[src/rtl/dma4_pkg.sv]
package dma4_pkg;
    typedef enum logic [1:0] {
        ST_IDLE = 2'd0,
        ST_XFER = 2'd1,
        ST_MMRD = 2'd2,
        ST_MMWR = 2'd3
    } dma_st_e;

    // per-channel mode bit positions
    localparam int MB_DEC   = 0;
    localparam int MB_AUTO  = 1;
    localparam int MB_TOMEM = 2;
    localparam int MODE_W   = 3;
endpackage

[src/rtl/dma4_prio.sv]
module dma4_prio #(
    parameter int N   = 4,
    localparam int IW = (N > 1) ? $clog2(N) : 1
) (
    input  logic [N-1:0]  req,
    output logic [N-1:0]  gnt,
    output logic [IW-1:0] idx,
    output logic          any
);
    always_comb begin
        idx = '0;
        any = |req;
        for (int i = N - 1; i >= 0; i--) begin
            if (req[i]) idx = IW'(i);
        end
        gnt = any ? (N'(1) << idx) : '0;
    end
endmodule

[src/rtl/dma4_step.sv]
module dma4_step #(
    parameter int AW = 16,
    parameter int CW = 16
) (
    input  logic [AW-1:0] addr,
    input  logic [CW-1:0] cnt,
    input  logic          dec,
    output logic [AW-1:0] addr_nx,
    output logic [CW-1:0] cnt_nx
);
    assign addr_nx = dec ? (addr - AW'(1)) : (addr + AW'(1));
    assign cnt_nx  = cnt - CW'(1);
endmodule

[src/rtl/dma4_ctrl.sv]
module dma4_ctrl
    import dma4_pkg::*;
#(
    parameter int NCH = 4,
    parameter int AW  = 16,
    parameter int CW  = 16,
    parameter int DW  = 8,
    parameter int RAW = 4,
    parameter int RDW = 16
) (
    input  logic           clk,
    input  logic           rst_n,
    input  logic           reg_wr,
    input  logic           reg_rd,
    input  logic [RAW-1:0] reg_addr,
    input  logic [RDW-1:0] reg_wdata,
    output logic [RDW-1:0] reg_rdata,
    input  logic [NCH-1:0] drq,
    output logic [NCH-1:0] dack,
    input  logic           eop_n,
    output logic           tc,
    output logic [AW-1:0]  mem_addr,
    output logic           mem_rd,
    output logic           mem_wr,
    output logic           io_rd,
    output logic           io_wr,
    input  logic [DW-1:0]  mem_rdata,
    output logic [DW-1:0]  mem_wdata
);
    localparam int CHW = $clog2(NCH);
    localparam logic [RAW-1:0] RA_MODE = RAW'(2 * NCH);
    localparam logic [RAW-1:0] RA_MASK = RAW'(3 * NCH);
    localparam logic [RAW-1:0] RA_CTRL = RAW'(3 * NCH + 1);
    localparam logic [RAW-1:0] RA_STAT = RAW'(3 * NCH + 2);

    typedef struct packed {
        dma_st_e                       st;
        logic [CHW-1:0]                ch;
        logic [NCH-1:0][AW-1:0]        cur_a;
        logic [NCH-1:0][AW-1:0]        base_a;
        logic [NCH-1:0][CW-1:0]        cur_c;
        logic [NCH-1:0][CW-1:0]        base_c;
        logic [NCH-1:0][MODE_W-1:0]    mode;
        logic [NCH-1:0]                mask;
        logic [NCH-1:0]                flag;
        logic                          mm_en;
        logic [DW-1:0]                 tmp;
    } state_t;

    state_t s_q, s_d;

    logic [NCH-1:0][AW-1:0] a_nx;
    logic [NCH-1:0][CW-1:0] c_nx;
    logic [NCH-1:0]         req, gnt, mm_blk;
    logic [CHW-1:0]         gidx;
    logic                   gany;
    logic                   done;
    logic [CHW-1:0]         rch;

    genvar gi;
    generate
        for (gi = 0; gi < NCH; gi++) begin : g_step
            dma4_step #(.AW(AW), .CW(CW)) u_step (
                .addr    (s_q.cur_a[gi]),
                .cnt     (s_q.cur_c[gi]),
                .dec     (s_q.mode[gi][MB_DEC]),
                .addr_nx (a_nx[gi]),
                .cnt_nx  (c_nx[gi])
            );
        end
    endgenerate

    always_comb begin
        mm_blk      = '0;
        mm_blk[1:0] = {2{s_q.mm_en}};
        req         = drq & ~s_q.mask & ~mm_blk;
    end

    dma4_prio #(.N(NCH)) u_prio (
        .req (req),
        .gnt (gnt),
        .idx (gidx),
        .any (gany)
    );

    assign rch = reg_addr[CHW:1];

    // next-state
    always_comb begin
        s_d  = s_q;
        done = 1'b0;
        if (reg_rd && reg_addr == RA_STAT) s_d.flag = '0;

        case (s_q.st)
            ST_IDLE: begin
                if (s_q.mm_en && !s_q.mask[0]) begin
                    s_d.st = ST_MMRD;
                end else if (gany) begin
                    s_d.st = ST_XFER;
                    s_d.ch = gidx;
                end
            end
            ST_XFER: begin
                done = (s_q.cur_c[s_q.ch] == '0) || !eop_n;
                s_d.cur_a[s_q.ch] = a_nx[s_q.ch];
                s_d.cur_c[s_q.ch] = c_nx[s_q.ch];
                if (done) begin
                    s_d.flag[s_q.ch] = 1'b1;
                    if (s_q.mode[s_q.ch][MB_AUTO]) begin
                        s_d.cur_a[s_q.ch] = s_q.base_a[s_q.ch];
                        s_d.cur_c[s_q.ch] = s_q.base_c[s_q.ch];
                    end else begin
                        s_d.mask[s_q.ch] = 1'b1;
                    end
                end
                s_d.st = ST_IDLE;
            end
            ST_MMRD: begin
                s_d.tmp = mem_rdata;
                s_d.st  = ST_MMWR;
            end
            default: begin
                done = (s_q.cur_c[1] == '0) || !eop_n;
                s_d.cur_a[0] = a_nx[0];
                s_d.cur_a[1] = a_nx[1];
                s_d.cur_c[1] = c_nx[1];
                s_d.st       = done ? ST_IDLE : ST_MMRD;
                if (done) begin
                    s_d.flag[1] = 1'b1;
                    if (s_q.mode[0][MB_AUTO]) begin
                        s_d.cur_a[0] = s_q.base_a[0];
                        s_d.cur_a[1] = s_q.base_a[1];
                        s_d.cur_c[1] = s_q.base_c[1];
                    end else begin
                        s_d.mask[0] = 1'b1;
                    end
                end
            end
        endcase

        // host writes take precedence over the transfer update
        if (reg_wr) begin
            if (reg_addr < RA_MODE) begin
                if (reg_addr[0]) begin
                    s_d.cur_c[rch]  = reg_wdata[CW-1:0];
                    s_d.base_c[rch] = reg_wdata[CW-1:0];
                end else begin
                    s_d.cur_a[rch]  = reg_wdata[AW-1:0];
                    s_d.base_a[rch] = reg_wdata[AW-1:0];
                end
            end else if (reg_addr < RA_MASK) begin
                s_d.mode[reg_addr[CHW-1:0]] = reg_wdata[MODE_W-1:0];
            end else if (reg_addr == RA_MASK) begin
                s_d.mask = reg_wdata[NCH-1:0];
            end else if (reg_addr == RA_CTRL) begin
                s_d.mm_en = reg_wdata[0];
            end
        end
    end

    always_ff @(posedge clk or negedge rst_n) begin
        if (!rst_n) begin
            s_q      <= '0;
            s_q.mask <= '1;
        end else begin
            s_q <= s_d;
        end
    end

    // outputs
    logic xfer, tomem;
    assign xfer  = (s_q.st == ST_XFER);
    assign tomem = s_q.mode[s_q.ch][MB_TOMEM];

    always_comb begin
        dack      = xfer ? (NCH'(1) << s_q.ch) : '0;
        mem_rd    = (xfer && !tomem) || (s_q.st == ST_MMRD);
        mem_wr    = (xfer && tomem) || (s_q.st == ST_MMWR);
        io_rd     = xfer && tomem;
        io_wr     = xfer && !tomem;
        mem_wdata = s_q.tmp;
        tc        = (xfer && s_q.cur_c[s_q.ch] == '0) ||
                    (s_q.st == ST_MMWR && s_q.cur_c[1] == '0);
        case (s_q.st)
            ST_XFER: mem_addr = s_q.cur_a[s_q.ch];
            ST_MMRD: mem_addr = s_q.cur_a[0];
            ST_MMWR: mem_addr = s_q.cur_a[1];
            default: mem_addr = '0;
        endcase
    end

    always_comb begin
        reg_rdata = '0;
        if (reg_addr < RA_MODE) begin
            reg_rdata = reg_addr[0] ? RDW'(s_q.cur_c[rch]) : RDW'(s_q.cur_a[rch]);
        end else if (reg_addr < RA_MASK) begin
            reg_rdata = RDW'(s_q.mode[reg_addr[CHW-1:0]]);
        end else if (reg_addr == RA_MASK) begin
            reg_rdata = RDW'(s_q.mask);
        end else if (reg_addr == RA_CTRL) begin
            reg_rdata = RDW'(s_q.mm_en);
        end else if (reg_addr == RA_STAT) begin
            reg_rdata = RDW'(s_q.flag);
        end
    end
endmodule

[config.mk]
export PLATFORM = sky130hd
export DESIGN_NAME = dma4_ctrl
export DESIGN_NICKNAME = d
export VERILOG_FILES = /design/src/rtl/dma4_pkg.sv /design/src/rtl/dma4_prio.sv /design/src/rtl/dma4_step.sv /design/src/rtl/dma4_ctrl.sv
export SDC_FILE = /design/constraint.sdc
export NUM_CORES = 1
export LEC_CHECK = 0
export ABC_AREA = 1
export BUFFER_PORTS_ARGS = -buffer_cell sky130_fd_sc_hd__buf_2
export CORE_ASPECT_RATIO = 1.1
export CORE_MARGIN = 4
export CORE_UTILIZATION = 30
export DETAILED_ROUTE_END_ITERATION = 10
export PLACE_DENSITY = 0.48
export SYNTH_ARGS = -nofsm -noshare
export SYNTH_HDL_FRONTEND = slang
export SYNTH_HIERARCHICAL = 1
export SYNTH_SLANG_ARGS = --single-unit
[constraint.sdc]
create_clock -name clk -period 3.5 [get_ports clk]
set_clock_uncertainty 0.1 [all_clocks]
set_input_delay 0.7 -clock clk [delete_from_list [all_inputs] [get_ports clk]]
set_output_delay 0.7 -clock clk [all_outputs]
set_load 0.01 [all_outputs]
==> summary.md <==
| Metric | Value |
|---|---|
| Height of the die | 308 um |
| Min Clock Period, post-route | 3.43 ns |
| Design Power | 27.5 mW |
| Total number of vias | 26200 |
| Layout area overhead | 12.1% |
| Met1 Track Usage GR | 0.324 |
| Reg-to-reg setup timing slack | 0.30 ns |
| Flop pwr share | 0.212 |
| CTS tree | built |
| Number of CTS-inserted buffers | 38 |
| Global Route Usage Sum | 0.232 |
| Fin crit share | 0.979 |
| Routed WL per cell | 19.9 um |
| Maxcap violations | 0 |
| Outcome | finished, final reports clean |
| Setup ws final | 0.0736 ns |
| Cell area after synthesis | 24600 um2 |
| Commonest non-fill, non-tap cell in the layout | nand2_1 |
| Slew headroom | 0.287 |
| Final count of hold timing violations | 0 |
| Post-layout util | 0.341 |
| Leakage | 13.8 nW |
| Die area | 86600 um2 |
| DRC | 0 |
| CP Max Fanout | 16 |
| Worst-path clk slew | 0.06 ns |
| Port Buffer Count | 85 |
| Worst r2r path cells | 12 |
| Worst hold path class | input port to asynchronous set/reset pin |
| Reg2Reg Launch Point | s_q[155]$_DFF_PN0_ |
| Initial core utilization | 0.304 |
| Syn Area/Cell | 6.10 um2 |
| Met3 Track Usage GR | 0.0368 |
| Gr ovfl total | 0 |
| M2 GR Usage | 0.372 |
| Syn Nets | 4133 |
| Cell Area, Placed | 26300 um2 |
| Startpoint Class | register |
| Gate power share | 0.645 |
| Initial antenna violation count | 5 |
| Setup TNS | 0 ns |
| Sw Share | 0.538 |
| Most frequent cells in the layout | nand2_1, inv_1, nor2_1, a21oi_1, dfrtp_1 |
| Post-CTS setup buffers | 0 |
| Setup crit end kind | output port |
| First-pass GRT wire length | 154000 um |
| Rows | 109 |
| Layout cells sized above 1 | 0.0863 |
| First drt pass iteration count | 8 |
| Fin. max-slew vios | 0 |
| Die Wd | 281 um |
| Final setup vio count | 0 |
| Power share of the clock group | 0.143 |
| Floorplan Core Area | 80900 um2 |
| Critical Path AT | 2.63 ns |
| H-tree depth | 2 |
| Max Root-Sink Buffers | 3 |
| Worst-Skew Late Latency | 0.57 ns |
| FILL cells | 8992 |
| CTS root buf | clkbuf_16 |
| Placer Congestion | 0.918 |
| Vias in the first global route | 24200 |
| RSZ-0062 raised after global routing | false |
| Worst EP required | 2.70 ns |
| Via density per instance | 5.11 |
| Final Cell Area | 27600 um2 |
| Clk sinks | 289 |
| Post-route ant nets | 0 |
| GR peak layer | met2 |
| First DRT Iteration DRCs | 2512 |
| Power Dens Cells | 998 nW/um2 |
| Largest net degree at the start of global routing | 216 |
| Synth Instances | 4032 |
| Worst VDD drop | 774 uV |
| Yosys warning count | 6 |
| I/O Pins | 86 |
| DP HPWL | 71100 um |
| Internal power | 12.7 mW |
| Pre-CTS setup slack | 0.177 ns |
| NumNets Final | 4145 |
| Kind of critical path | register to output port |
| FF-to-FF End | s_q[260]$_DFF_PN0_ |
| Fmax | 0.292 GHz |
| Total wire length | 102000 um |
| Worst-margin pin slew | 1.07 ns |
| Sw Pwr | 14.8 mW |
## worst max path at each step
stage | cells after the start | from | slack (ns) | to
final | 9 | s_q[287]$_DFFE_PN0P_ | 0.07 | mem_addr[7]
after global routing | 9 | reg_addr[2] | 0.01 | reg_rdata[7]
after CTS | 9 | s_q[287]$_DFFE_PN0P_ | 0.04 | mem_addr[8]
after detailed placement | 8 | reg_addr[1] | 0.18 | reg_rdata[3]
after global placement | 8 | reg_addr[2] | 0.13 | reg_rdata[3]
after floorplan | 7 | reg_addr[2] | 0.74 | reg_rdata[10]
## power by group through the flow
stage          clock (mW)  combinational [mW]  sequential, mW
6_report             3.93                17.7            5.82
3_3_place_gp            0                17.5            5.83
4_1_cts              4.04                17.6            5.78
2_1_floorplan           0                12.7            5.43
3_5_place_dp            0                17.5            5.83
5_1_grt              4.16                20.0            5.93
## cell type report
cell class              count  area, um2  area share
multi-input cells        2946      14300       0.518
repair buffers            200       1410      0.0512
inverters                 569       2140      0.0775
clock inverters             9       76.3     0.00277
well taps                1054       1320      0.0478
flip-flops and latches    289       7240       0.263
clock buffers              55       1110      0.0401
diodes                      2       5.00    0.000182
## stage by stage
| stage | std cells | hold WS [ns] |
|---|---|---|
| after floorplan | 4032 | 0.304 |
| after global placement | 5058 | 0.349 |
| after detailed placement | 5058 | 0.355 |
| after CTS | 5122 | 0.0917 |
| after global routing | 5122 | 0.0779 |
| final | 5124 | 0.0373 |
## worst max-delay path, cell delays in order (launching register included)
cell      delay [ns]
dfrtp_2         0.42
inv_2           0.09
nor2_4          0.13
clkinv_2        0.17
nor2_1          0.13
buf_4           0.17
nor2_1          0.07
buf_4           0.22
o221ai_1        0.42
buf_2           0.23
## layer usage
layer / wire (um) / share of wire
met2: 45000 / 0.44
met4: 3280 / 0.032
met1: 46800 / 0.46
met5: 0 / 0
met3: 7030 / 0.069
## timing repair
item	4_1_cts	5_1_grt
gates resized for setup	0	9
hold buffers	0	0
endpoints found under the setup margin	0	7
Power figures use the tool's default switching activity.
